[config.mk]
export PLATFORM = sky130hd
export DESIGN_NAME = serial_rx_hs
export DESIGN_NICKNAME = d
export VERILOG_FILES = /design/src/rtl/serial_rx_pkg.sv /design/src/rtl/serial_rx_sync.sv /design/src/rtl/serial_rx_tick.sv /design/src/rtl/serial_rx_framer.sv /design/src/rtl/serial_rx_hs.sv
export SDC_FILE = /design/constraint.sdc
export NUM_CORES = 1
export LEC_CHECK = 0
export BUFFER_PORTS_ARGS = -buffer_cell sky130_fd_sc_hd__buf_4
export CAP_MARGIN = 20
export CORE_MARGIN = 2
export CORE_UTILIZATION = 59
export CTS_CLUSTER_SIZE = 12
export DETAILED_ROUTE_END_ITERATION = 6
export PLACE_DENSITY = 0.79
export SLEW_MARGIN = 10
export SYNTH_ARGS = -nofsm -noshare
export SYNTH_HDL_FRONTEND = slang
export SYNTH_SLANG_ARGS = --single-unit
export TNS_END_PERCENT = 100
[constraint.sdc]
create_clock -name clk -period 1.9 [get_ports clk]
set_input_delay 0.19 -clock clk [delete_from_list [all_inputs] [get_ports clk]]
set_output_delay 0.19 -clock clk [all_outputs]
set_load 0.02 [all_outputs]
[src/rtl/serial_rx_pkg.sv]
package serial_rx_pkg;

  typedef enum logic [2:0] {
    RX_IDLE,
    RX_START,
    RX_DATA,
    RX_STOP,
    RX_WAIT_HIGH
  } rx_state_t;

  // Tick index (counted from 0) at which the start bit is re-checked.
  function automatic int unsigned centre_tick(input int unsigned os);
    return os / 2 - 1;
  endfunction

  // Tick index at which one full bit period has elapsed.
  function automatic int unsigned period_tick(input int unsigned os);
    return os - 1;
  endfunction

  function automatic int unsigned cnt_width(input int unsigned n);
    return (n <= 2) ? 1 : $clog2(n);
  endfunction

endpackage

[src/rtl/serial_rx_sync.sv]
module serial_rx_sync #(
  parameter int unsigned STAGES = 2
) (
  input  logic clk,
  input  logic rst_n,
  input  logic d_i,
  output logic q_o
);

  logic [STAGES-1:0] chain_q;

  always_ff @(posedge clk or negedge rst_n) begin
    if (!rst_n) chain_q <= '1;
    else        chain_q <= {chain_q[STAGES-2:0], d_i};
  end

  assign q_o = chain_q[STAGES-1];

endmodule

[src/rtl/serial_rx_tick.sv]
module serial_rx_tick
  import serial_rx_pkg::*;
#(
  parameter int unsigned TICK_DIV = 2500
) (
  input  logic clk,
  input  logic rst_n,
  output logic tick_o
);

  localparam int unsigned CW = cnt_width(TICK_DIV);
  localparam logic [CW-1:0] WRAP = CW'(TICK_DIV - 1);

  logic [CW-1:0] div_q;

  always_ff @(posedge clk or negedge rst_n) begin
    if (!rst_n) begin
      div_q  <= '0;
      tick_o <= 1'b0;
    end else begin
      tick_o <= (div_q == WRAP);
      div_q  <= (div_q == WRAP) ? '0 : div_q + 1'b1;
    end
  end

  generate
    if (TICK_DIV > 1) begin : g_gap
      a_r10_tick_single: assert property (@(posedge clk) disable iff (!rst_n)
        tick_o |=> !tick_o);
    end
  endgenerate

endmodule

[src/rtl/serial_rx_framer.sv]
module serial_rx_framer
  import serial_rx_pkg::*;
#(
  parameter int unsigned OVERSAMPLE = 16,
  parameter int unsigned DATA_BITS  = 8
) (
  input  logic                 clk,
  input  logic                 rst_n,
  input  logic                 tick_i,
  input  logic                 line_i,
  output logic                 done_o,
  output logic [DATA_BITS-1:0] byte_o
);

  localparam int unsigned TW = cnt_width(OVERSAMPLE);
  localparam int unsigned BW = cnt_width(DATA_BITS);
  localparam logic [TW-1:0] MID_T  = TW'(centre_tick(OVERSAMPLE));
  localparam logic [TW-1:0] FULL_T = TW'(period_tick(OVERSAMPLE));
  localparam logic [BW-1:0] LAST_B = BW'(DATA_BITS - 1);

  rx_state_t            state_q;
  logic [TW-1:0]        tcnt_q;
  logic [BW-1:0]        bidx_q;
  logic [DATA_BITS-1:0] shift_q;

  // named events for the checks
  logic at_centre, at_period;
  assign at_centre = tick_i && (tcnt_q == MID_T);
  assign at_period = tick_i && (tcnt_q == FULL_T);

  always_ff @(posedge clk or negedge rst_n) begin
    if (!rst_n) begin
      state_q <= RX_IDLE;
      tcnt_q  <= '0;
      bidx_q  <= '0;
      shift_q <= '0;
      done_o  <= 1'b0;
    end else begin
      done_o <= 1'b0;
      if (tick_i) begin
        unique case (state_q)
          RX_IDLE: begin
            if (!line_i) begin
              state_q <= RX_START;
              tcnt_q  <= '0;
            end
          end
          RX_START: begin
            if (tcnt_q == MID_T) begin
              tcnt_q <= '0;
              bidx_q <= '0;
              state_q <= line_i ? RX_IDLE : RX_DATA;
            end else begin
              tcnt_q <= tcnt_q + 1'b1;
            end
          end
          RX_DATA: begin
            if (tcnt_q == FULL_T) begin
              tcnt_q  <= '0;
              shift_q <= {line_i, shift_q[DATA_BITS-1:1]};
              if (bidx_q == LAST_B) state_q <= RX_STOP;
              else                  bidx_q  <= bidx_q + 1'b1;
            end else begin
              tcnt_q <= tcnt_q + 1'b1;
            end
          end
          RX_STOP: begin
            if (tcnt_q == FULL_T) begin
              tcnt_q <= '0;
              if (line_i) begin
                done_o  <= 1'b1;
                state_q <= RX_IDLE;
              end else begin
                state_q <= RX_WAIT_HIGH;
              end
            end else begin
              tcnt_q <= tcnt_q + 1'b1;
            end
          end
          RX_WAIT_HIGH: begin
            if (line_i) state_q <= RX_IDLE;
          end
          default: state_q <= RX_IDLE;
        endcase
      end
    end
  end

  assign byte_o = shift_q;

  // a byte is only reported when the stop sample was high
  a_r4_stop_high: assert property (@(posedge clk) disable iff (!rst_n)
    done_o |-> $past(line_i) && $past(at_period));

  // completion is a single-cycle event
  a_r8_done_pulse: assert property (@(posedge clk) disable iff (!rst_n)
    done_o |=> !done_o);

  // a start that is high at its centre check returns to idle
  a_r5_glitch_drop: assert property (@(posedge clk) disable iff (!rst_n)
    (state_q == RX_START) && at_centre && line_i |=> state_q == RX_IDLE);

  // after a bad stop nothing restarts while the line stays low
  a_r9_wait_high: assert property (@(posedge clk) disable iff (!rst_n)
    (state_q == RX_WAIT_HIGH) && !line_i |=> state_q == RX_WAIT_HIGH);

endmodule

[src/rtl/serial_rx_hs.sv]
module serial_rx_hs
  import serial_rx_pkg::*;
#(
  parameter int unsigned TICK_DIV   = 2500,
  parameter int unsigned OVERSAMPLE = 16,
  parameter int unsigned SYNC_FF    = 2
) (
  input  logic       clk,
  input  logic       rst_n,
  input  logic       rx_line,
  input  logic       rx_ack,
  output logic [7:0] rx_data,
  output logic       rx_full,
  output logic       rx_overrun
);

  localparam int unsigned DATA_BITS = 8;

  logic                 line_s;
  logic                 tick;
  logic                 byte_done;
  logic [DATA_BITS-1:0] byte_new;

  serial_rx_sync #(.STAGES(SYNC_FF)) u_sync (
    .clk   (clk),
    .rst_n (rst_n),
    .d_i   (rx_line),
    .q_o   (line_s)
  );

  serial_rx_tick #(.TICK_DIV(TICK_DIV)) u_tick (
    .clk    (clk),
    .rst_n  (rst_n),
    .tick_o (tick)
  );

  serial_rx_framer #(
    .OVERSAMPLE (OVERSAMPLE),
    .DATA_BITS  (DATA_BITS)
  ) u_framer (
    .clk    (clk),
    .rst_n  (rst_n),
    .tick_i (tick),
    .line_i (line_s),
    .done_o (byte_done),
    .byte_o (byte_new)
  );

  // named handshake events
  logic take_byte, drop_byte;
  assign take_byte = byte_done && (!rx_full || rx_ack);
  assign drop_byte = byte_done && rx_full && !rx_ack;

  always_ff @(posedge clk or negedge rst_n) begin
    if (!rst_n) begin
      rx_data    <= '0;
      rx_full    <= 1'b0;
      rx_overrun <= 1'b0;
    end else begin
      rx_overrun <= drop_byte;
      if (take_byte) begin
        rx_data <= byte_new;
        rx_full <= 1'b1;
      end else if (rx_ack) begin
        rx_full <= 1'b0;
      end
    end
  end

  a_r3_full_hold: assert property (@(posedge clk) disable iff (!rst_n)
    rx_full && !rx_ack |=> rx_full);

  a_r3_ack_release: assert property (@(posedge clk) disable iff (!rst_n)
    rx_full && rx_ack && !byte_done |=> !rx_full);

  a_r6_overrun_cause: assert property (@(posedge clk) disable iff (!rst_n)
    rx_overrun |-> $past(rx_full) && !$past(rx_ack) && $past(byte_done));

  a_r6_data_kept: assert property (@(posedge clk) disable iff (!rst_n)
    rx_full && !rx_ack |=> $stable(rx_data));

  a_r7_ack_meets_done: assert property (@(posedge clk) disable iff (!rst_n)
    byte_done && rx_ack |=> rx_full && !rx_overrun);

endmodule

==> out/qor.csv, run 1 <==
stage;metric;value;unit
outcome;outcome;complete, no violations;
clock_network;CTS Root Cell;clkbuf_4;
sta;clk_skew;0.00975;ns
sta;setup TNS;0;ns
clock_network;worst-case clock buffer depth;2;
flow_run;max-cap viol count;0;
sta;final hold violations;0;
synth;Synth cell types;38;
clock_network;clock sink total;44;
clock_network;Reg clk slew, reported paths;0.13;ns
clock_network;postcts setup bufs;0;
worst_setup_path;Crit-path slowest cell;dfrtp_1;
synth;post-synthesis adder-cell area fraction;0.0252;
synth;Syn Inst Count;163;
pwr;sequential share of power;0.600;
place;post-detail-place hpwl;2.33;mm
worst_setup_path;startpoint types;flip-flop;
synth;mux share of post-synthesis cell area;0.130;
route;router iterations before antenna repair;4;
route;Post-route DRC;0;
die;FP Rows;21;
worst_setup_path;Critical Path RT;2.16;ns
pwr;clock share of power;0.383;
pwr;Worst VDD drop;658;uV
clock_network;worst skew pair latency;0.37;ns
synth;fraction of registers with async set/reset;1.00;
place;Final Wtd Congestion;0.865;
worst_setup_path;R2R Path Start;u_framer.tcnt_q[0]$_DFFE_PN0P_;
sta;fin crit share;0.966;
route;Avg WL per Cell;13.8;um
synth;ys flop type;dfrtp_1;
clock_network;H-tree depth;2;
sta;min Tclk post-route;1.84;ns
final_layout;fill cell count;232;
worst_setup_path;CP startpoint;u_framer.tcnt_q[0]$_DFFE_PN0P_;
synth;Post-Synth Simple-Gate Area;0.144;
die;Ports;14;
synth;xor/xnor share of the synthesized area;0.0353;
sta;Slew @ Worst Pin;0.574;ns
die;die height;62.0;um
worst_setup_path;WP buf/inv;0;
min_path;Worst Min Path Start;rx_ack;
synth;Net Count, Synth;171;
final_layout;layout cells sized above 1;0.269;
sta;Rel. slew slack;0.608;
sta;Setup violations, final;0;
pwr;Comb power frac;0.016;
worst_setup_path;Crit path max-delay family;flip-flops;
worst_setup_path;Slowest Stage Delay on Critical Path;0.43;ns
clock_network;CTS tree;yes;
synth;compound-cell area share of the yosys netlist;0.0845;
worst_setup_path;worst-path cell chain;ha_1 -> and3_2 -> o22ai_1 -> a211oi_2 -> mux2_2;
route;final wirelength;3.21;mm
pwr;switching share of power;0.218;
final_layout;non-filler cells, final;232;
die;DIE WIDTH;62.0;um
clock_network;Num CTS Buffers;5;
sta;Fmax;545;MHz
pwr;Psw;0.000342;W
final_layout;Layout area overhead;13.1;%
global_routing;GRT Util Overall;0.199;
pwr;Power Density;700;nW/um2
global_routing;initial antenna violation count;0;
route;Final ANT Viol Nets;0;
global_routing;total grt overflow;0;
die;Initial Util;0.604;
synth;post-synthesis register bit count;44;
synth;Syn. warnings;0;
final_layout;Total Nets Final;193;
die;Die Footprint;3840;um2
final_layout;FF/Latch Area;1100;um2
worst_setup_path;Worst Path Class, Setup;flip-flop to flip-flop;
synth;Post-Syn Area;1980;um2
final_layout;Ant. Diodes;0;
synth;Post-synth EDFFs;0;
final_layout;Multi-input gate area;840;um2
synth;post-synthesis area per instance;12.2;um2
global_routing;largest net degree at the start of global routing;45;
synth;main combinational cell family by area after synthesis;simple AND/OR/NAND/NOR gates;
sta;RSZ-0062 raised after global routing;false;
global_routing;global-route wire length before repair;5.40;mm
worst_setup_path;Worst setup EP type;flip-flop;
die;Placeable Area;3280;um2
final_layout;most frequent cells in the layout;dfrtp_1, mux2_2, buf_4;
min_path;Hold Crit Class;input port to flip-flop;
place;dpl cells;222;
place;Port Buf Inserts;13;
global_routing;number of global-route vias before repair;1197;
route;Via density;5.50;
worst_setup_path;Crit path arrival time;2.09;ns
synth;register area share after synthesis;0.556;
route;vias post-DR;1276;
route;drt initial violations;57;
pwr;P_leak;1.06;nW
worst_setup_path;critical path fanouts, max;5;
sta;fin. max-slew vios;0;
final_layout;commonest non-fill, non-tap cell in the layout;dfrtp_1;
pwr;Cell Int Power;0.00123;W
synth_stat cells (all sizes together), types with 2 or more instances:
cell type  count  area, um2
dfrtp         42       1050
mux2          22        248
nand2         12       45.0
nor2          12       50.1
inv            7       26.3
nand3          6       30.0
xnor2          6       52.6
and3           5       32.5
nand2b         5       31.3
o21ai          5       25.0
ha             4       50.1
a21o           3       22.5
nor3           3       15.0
a211oi         2       20.0
and2           2       12.5
buf            2       22.5
dfstp          2       52.6
nand3b         2       15.0
nand4          2       12.5
o21a           2       15.0
o22ai          2       12.5
or3b           2       17.5
xor2           2       17.5
cell type report:
class | instances | share of cell area
Sequential cell | 44 | 0.492
Multi-Input combinational cell | 110 | 0.374
Timing Repair Buffer | 17 | 0.0591
Tap cell | 46 | 0.0257
Clock inverter | 3 | 0.0206
Clock buffer | 5 | 0.0167
Inverter | 7 | 0.0117
sequential cells by signal, indices dropped and copies added, names as in the netlist:
signal	flops
rx_overrun	1
u_framer.tcnt_q	4
u_framer.done_o	1
u_tick.div_q	12
u_framer.byte_o	8
u_framer.state_q	3
u_framer.bidx_q	3
u_tick.tick_o	1
u_sync.chain_q	2
rx_full	1
rx_data	8
cell families (layout without fill, tap and decap cells):
logic type | after synthesis | after routing
XOR/XNOR | 8 | 8
AO/OA/AOI/OAI | 21 | 21
adder cells (fa/ha/maj) | 4 | 4
buffers and inverters | 9 | 32
multiplexers | 23 | 23
flip-flops | 44 | 44
AND/OR/NAND/NOR | 54 | 54
power groups by stage:
stage	logic, W	clock network (W)	registers, W
final	0.0000256	0.000602	0.000943
after global routing	0.0000308	0.000665	0.000944
after CTS	0.0000274	0.000616	0.000943
after detailed placement	0.0000242	0	0.000960
after global placement	0.0000232	0	0.000961
after floorplan	0.00000156	0	0.000960
routing by layer:
metal  track usage  part of all wire  vias to the layer above
li1              -                 -                      619
met1         0.253              0.42                      617
met2         0.311              0.51                       34
met3        0.0621             0.053                        6
met4        0.0881             0.018                        0
met5             0                 0                        -
timing repair:
action / 4_1_cts / 5_1_grt
endpoints found under the hold margin: 43 / 0
hold buffers: 2 / 0
resized for setup: 0 / 2
setup endpoints to repair: 0 / 13
worst register-to-register path, delay by kind of cell, from the launching register on:
family / cells / cell delay, ns
flops: 1 / 0.43
compound gates: 2 / 0.42
mux: 1 / 0.38
simple gates: 1 / 0.26
fa+ha+maj: 1 / 0.24
metrics by stage:
stage | util | cell area (um2) | power [W] | worst slack [ns] | hold slack (ns)
3_3_place_gp | 0.649 | 2130 | 0.000984 | 0.148 | 0.198
2_1_floorplan | - | 1980 | 0.000962 | 0.222 | -0.106
5_1_grt | 0.683 | 2240 | 0.00164 | 0.00709 | 0.102
3_5_place_dp | 0.649 | 2130 | 0.000985 | 0.0524 | 0.209
6_report | 0.683 | 2240 | 0.00157 | 0.0650 | 0.0930
4_1_cts | 0.681 | 2240 | 0.00159 | 0.0309 | 0.0813
worst paths after layout:
check	endpoint	slack [ns]	depth (start not counted)
max	u_framer.state_q[2]$_DFFE_PN0P_	0.06	5
min	rx_overrun$_DFF_PN0_	0.09	3
max reg2reg	u_framer.state_q[2]$_DFFE_PN0P_	0.06	5
min reg2reg	u_sync.chain_q[1]$_DFF_PN1_	0.37	0
max in group asynchronous	u_sync.chain_q[0]$_DFF_PN1_	1.20	2
min in group asynchronous	u_framer.tcnt_q[2]$_DFFE_PN0P_	0.32	2
(Power assumes the default switching activity.)
==> inputs of run 2 (changes only) <==
HOLD_SLACK_MARGIN = 0.15   (was default)
==> run 2 against run 1 <==
Net effect: clock power hardly changed; largest power group unchanged; flip-flop and latch count stayed put; sequential share of layout area is 0.22 points lower; largest cell class unchanged.
==> out/qor.csv, run 2 (synthesis results as in run 1) <==
stage;metric;value;unit
place;post-detail-place hpwl;2.33;mm
die;die height;62.0;um
global_routing;largest net degree at the start of global routing;45;
sta;Hold WS;0.322;ns
worst_setup_path;Critical Path End;u_framer.state_q[2]$_DFFE_PN0P_;
pwr;Power Density;698;nW/um2
route;Post-route DRC;0;
sta;setup TNS;0;ns
route;Via density;5.46;
final_layout;Ant. Diodes;0;
global_routing;global-route wire length before repair;5.40;mm
route;final wirelength;3.21;mm
die;Initial Util;0.604;
worst_setup_path;Crit path arrival time;2.09;ns
pwr;Cell Int Power;0.00123;W
worst_setup_path;R2R Path Start;u_framer.tcnt_q[0]$_DFFE_PN0P_;
worst_setup_path;Critical Path RT;2.16;ns
sta;Fmax;545;MHz
final_layout;commonest non-fill, non-tap cell in the layout;dfrtp_1;
pwr;switching share of power;0.218;
global_routing;number of global-route vias before repair;1197;
worst_setup_path;worst r2r dst;u_framer.state_q[2]$_DFFE_PN0P_;
clock_network;Num CTS Buffers;5;
pwr;total power;0.00157;W
pwr;clock share of power;0.384;
route;vias post-DR;1272;
die;FP Rows;21;
global_routing;GRT Util Overall;0.199;
sta;Setup violations, final;0;
final_layout;layout cells sized above 1;0.267;
clock_network;CTS tree;yes;
sta;min Tclk post-route;1.83;ns
worst_setup_path;r2r setup slk;0.07;ns
clock_network;H-tree depth;2;
min_path;Hold Crit Class;input port to asynchronous set/reset pin;
route;router iterations before antenna repair;4;
place;Final Wtd Congestion;0.865;
pwr;Worst VDD drop;659;uV
pwr;P_leak;1.07;nW
worst_setup_path;startpoint types;flip-flop;
final_layout;most frequent cells in the layout;dfrtp_1, mux2_2, buf_4;
sta;RSZ-0062 raised after global routing;false;
sta;clk_skew;0.00977;ns
final_layout;Total Nets Final;194;
place;Port Buf Inserts;13;
route;Final ANT Viol Nets;0;
worst_setup_path;Worst Path Class, Setup;flip-flop to flip-flop;
route;drt initial violations;73;
worst_setup_path;Worst setup EP type;flip-flop;
die;Die Footprint;3840;um2
final_layout;Layout area overhead;13.6;%
sta;final hold violations;0;
die;Placeable Area;3280;um2
clock_network;worst-case clock buffer depth;2;
sta;Rel. slew slack;0.600;
final_layout;Largest register FFs;12;
outcome;outcome;complete, no violations;
global_routing;total grt overflow;0;
route;Avg WL per Cell;13.8;um
die;DIE WIDTH;62.0;um
clock_network;CTS Root Cell;clkbuf_4;
sta;fin. max-slew vios;0;
final_layout;largest register by flop count;u_tick.div_q;
clock_network;clock sink total;44;
worst_setup_path;Register-to-Register Path Depth;5;
pwr;Comb power frac;0.017;
global_routing;initial antenna violation count;0;
pwr;Psw;0.000343;W
worst_setup_path;critical path fanouts, max;5;
clock_network;worst skew pair latency;0.37;ns
worst_setup_path;CP startpoint;u_framer.tcnt_q[0]$_DFFE_PN0P_;
clock_network;Reg clk slew, reported paths;0.13;ns
sta;fin crit share;0.965;
die;Ports;14;
flow_run;max-cap viol count;0;
sta;Slew @ Worst Pin;0.585;ns
pwr;sequential share of power;0.599;
-- run 2: cell count changes in the layout (fill, tap and decap cells not counted), sizes merged --
cell         delta
dlygate4sd3     +1
-- run 2: worst min-delay path by stage --
stage	startpoint	endpoint	cells past startpoint
6_report	rst_n	u_framer.tcnt_q[2]$_DFFE_PN0P_	2
5_1_grt	u_sync.chain_q[0]$_DFF_PN1_	u_sync.chain_q[1]$_DFF_PN1_	0
4_1_cts	rst_n	rx_data[7]$_DFFE_PN0P_	2
3_5_place_dp	rst_n	u_framer.tcnt_q[3]$_DFFE_PN0P_	1
3_3_place_gp	rst_n	u_framer.tcnt_q[3]$_DFFE_PN0P_	1
2_1_floorplan	rst_n	rx_data[0]$_DFFE_PN0P_	0
-- run 2: through the flow --
stage / worst slack, ns / instance area (um2) / utilization / cells
finish: 0.0663 / 2250 / 0.686 / 233
global route: 0.00709 / 2250 / 0.686 / 233
CTS: 0.0309 / 2250 / 0.684 / 233
detailed placement: 0.0524 / 2130 / 0.649 / 222
global placement: 0.148 / 2130 / 0.649 / 222
floorplan: 0.222 / 1980 / - / 163
-- run 2: repair_timing --
action | CTS | global route
hold buffers | 3 | 0
gates resized for setup | 0 | 2
buffers inserted | 0 | 0
endpoints found under the setup margin | 0 | 13
hold endpoints to repair | 47 | 0
-- run 2: per-layer routing --
metal | up-vias | part of all wire | track usage | routed length (um)
li1 | 623 | - | - | -
met1 | 623 | 0.43 | 0.253 | 1400
met2 | 20 | 0.50 | 0.311 | 1620
met3 | 6 | 0.041 | 0.0621 | 132
met4 | 0 | 0.019 | 0.0881 | 60
met5 | - | 0 | 0 | 0
-- run 2: final cells by class --
cell class / count / area [um2]
Clock buffer: 5 / 37.5
Inverter: 7 / 26.3
Multi-Input combinational cell: 110 / 840
Clock inverter: 3 / 46.3
Sequential cell: 44 / 1100
Timing Repair Buffer: 18 / 143
Fill cell: 229 / 1030
Tap cell: 46 / 57.6
-- run 2: power groups by stage --
stage | sequential (W) | clock, W | combinational (W)
after floorplan | 0.000960 | 0 | 0.00000156
after global placement | 0.000961 | 0 | 0.0000232
after detailed placement | 0.000960 | 0 | 0.0000242
after CTS | 0.000943 | 0.000616 | 0.0000291
after global routing | 0.000944 | 0.000665 | 0.0000325
final | 0.000943 | 0.000604 | 0.0000273
-- run 2: critical path, cell delays in order (launching register included) --
cell and delay, ns:
dfrtp_1 0.43, ha_1 0.24, and3_2 0.26, o22ai_1 0.11, a211oi_2 0.30, mux2_2 0.38
==> inputs of run 3 (changes only) <==
BUFFER_PORTS_ARGS = -buffer_cell sky130_fd_sc_hd__buf_2   (was -buffer_cell sky130_fd_sc_hd__buf_4)
REMOVE_ABC_BUFFERS = 1   (was default)
==> run 3 against run 2 <==
Net effect: sequential power hardly changed; via count is 4.0% higher; hold slack better by 0.0024 ns; register-to-register slack hardly changed; total power is 0.85% lower; die area stayed put; fmax is 0.12% lower; final cell count is 0.43% higher; critical path depth stayed put; flip-flop and latch count stayed put; critical path type unchanged; largest cell class unchanged.
==> out/qor.csv, run 3 (synthesis results as in run 1) <==
stage;metric;value;unit
worst_setup_path;Crit path arrival time;2.09;ns
clock_network;Num CTS Buffers;5;
final_layout;Layout area overhead;12.9;%
place;Port Buf Inserts;13;
sta;Fmax;545;MHz
worst_setup_path;Crit path max-delay family;compound AO/OA/AOI/OAI gates;
die;Ports;14;
worst_setup_path;WP buf/inv;0;
worst_setup_path;number of cells on the critical path;5;
outcome;outcome;complete, no violations;
worst_setup_path;Register-to-Register Path Depth;5;
clock_network;CTS Root Cell;clkbuf_4;
route;final wirelength;3.27;mm
worst_setup_path;worst r2r dst;u_framer.state_q[2]$_DFFE_PN0P_;
sta;fin crit share;0.966;
place;Final Wtd Congestion;0.870;
place;post-detail-place hpwl;2.30;mm
route;vias post-DR;1323;
worst_setup_path;Slowest Stage Delay on Critical Path;0.42;ns
clock_network;worst-case clock buffer depth;2;
sta;final hold violations;0;
place;dpl cells;223;
clock_network;H-tree depth;2;
final_layout;non-filler cells, final;234;
worst_setup_path;r2r setup slk;0.06;ns
pwr;Worst VDD drop;531;uV
die;Die Footprint;3840;um2
flow_run;max-cap viol count;0;
clock_network;clock sink total;44;
pwr;Power Density;696;nW/um2
die;Placeable Area;3280;um2
clock_network;worst skew pair latency;0.36;ns
global_routing;largest net degree at the start of global routing;25;
final_layout;largest register by flop count;u_tick.div_q;
global_routing;GRT Util Overall;0.203;
clock_network;postcts setup bufs;0;
worst_setup_path;Worst Path Class, Setup;flip-flop to flip-flop;
sta;worst setup margin;0.0642;ns
route;drt initial violations;49;
final_layout;Total Nets Final;195;
sta;Rel. slew slack;0.636;
sta;min Tclk post-route;1.84;ns
pwr;P_leak;1.08;nW
worst_setup_path;startpoint types;flip-flop;
worst_setup_path;critical path fanouts, max;5;
route;Avg WL per Cell;14.0;um
min_path;Hold Crit Class;input port to asynchronous set/reset pin;
place;Setup WS pre-CTS;0.0505;ns
global_routing;global-route wire length before repair;5.58;mm
clock_network;Reg clk slew, reported paths;0.13;ns
worst_setup_path;R2R Path Start;u_framer.tcnt_q[0]$_DFFE_PN0P_;
die;Initial Util;0.604;
final_layout;Largest register FFs;12;
sta;Slew @ Worst Pin;0.532;ns
die;DIE WIDTH;62.0;um
route;Final ANT Viol Nets;0;
sta;fin. max-slew vios;0;
sta;Setup violations, final;0;
die;FP Rows;21;
clock_network;CTS tree;yes;
die;die height;62.0;um
final_layout;layout cells sized above 1;0.271;
final_layout;Ant. Diodes;0;
worst_setup_path;Critical Path RT;2.16;ns
final_layout;fill cell count;233;
global_routing;total grt overflow;0;
route;Post-route DRC;0;
worst_setup_path;worst-path cell chain;ha_1 -> and3_2 -> o22ai_1 -> a211oi_2 -> mux2_2;
global_routing;initial antenna violation count;0;
sta;setup TNS;0;ns
worst_setup_path;Critical Path End;u_framer.state_q[2]$_DFFE_PN0P_;
route;Via density;5.65;
final_layout;commonest non-fill, non-tap cell in the layout;dfrtp_1;
worst_setup_path;Crit-path slowest cell;dfrtp_1;
worst_setup_path;CP startpoint;u_framer.tcnt_q[0]$_DFFE_PN0P_;
route;router iterations before antenna repair;4;
global_routing;number of global-route vias before repair;1295;
sta;RSZ-0062 raised after global routing;false;
sta;clk_skew;0.00621;ns
final_layout;most frequent cells in the layout;dfrtp_1, mux2_2, buf_2;
worst_setup_path;Worst setup EP type;flip-flop;
run 3: repair_timing:
| action | in CTS | in global routing |
|---|---|---|
| gates resized for setup | 0 | 2 |
| hold endpoints to repair | 22 | 0 |
| hold buffers | 3 | 0 |
| setup endpoints to repair | 0 | 11 |
run 3: cell type report:
class / count / area (um2) / area share
clock buffers: 5 / 37.5 / 0.0168
clock inverters: 3 / 46.3 / 0.0207
inverters: 7 / 26.3 / 0.0117
multi-input cells: 110 / 840 / 0.375
flip-flops and latches: 44 / 1100 / 0.492
well taps: 46 / 57.6 / 0.0257
repair buffers: 19 / 130 / 0.0581
run 3: worst min path at each step:
stage | from | end | slack [ns] | depth (start not counted)
finish | rst_n | u_framer.state_q[2]$_DFFE_PN0P_ | 0.32 | 2
floorplan | rst_n | rx_data[0]$_DFFE_PN0P_ | -0.11 | 0
global placement | rst_n | u_framer.tcnt_q[2]$_DFFE_PN0P_ | 0.19 | 1
detailed placement | rst_n | u_framer.tcnt_q[2]$_DFFE_PN0P_ | 0.19 | 1
global route | rst_n | u_framer.state_q[2]$_DFFE_PN0P_ | 0.35 | 2
CTS | rst_n | u_framer.state_q[2]$_DFFE_PN0P_ | 0.33 | 2
run 3: worst reg2reg max path: stages (launching register included):
cell and delay (ns):
dfrtp_1 0.42, ha_1 0.24, and3_2 0.28, o22ai_1 0.12, a211oi_2 0.32, mux2_2 0.37
run 3: stage by stage:
| step | power, W | cell area [um2] | utilization | hold WS [ns] |
|---|---|---|---|---|
| 6_report | 0.00156 | 2240 | 0.682 | 0.324 |
| 5_1_grt | 0.00164 | 2240 | 0.682 | 0.347 |
| 4_1_cts | 0.00158 | 2230 | 0.680 | 0.330 |
| 3_5_place_dp | 0.000989 | 2120 | 0.645 | 0.193 |
| 3_3_place_gp | 0.000988 | 2120 | 0.645 | 0.187 |
| 2_1_floorplan | 0.000962 | 1960 | - | -0.106 |
run 3: per-layer routing:
layer	vias up	part of all wire	global-route usage
li1	625	-	-
met1	645	0.42	0.239
met2	42	0.51	0.329
met3	11	0.047	0.0642
met4	0	0.022	0.109
met5	-	0	0
run 3: where the power goes:
part | internal (W) | switching (W) | total [W]
clock | 0.000281 | 0.000306 | 0.000587
sequential | 0.000940 | 0.00000253 | 0.000943
combinational | 0.0000112 | 0.0000198 | 0.0000310
total | 0.00123 | 0.000328 | 0.00156
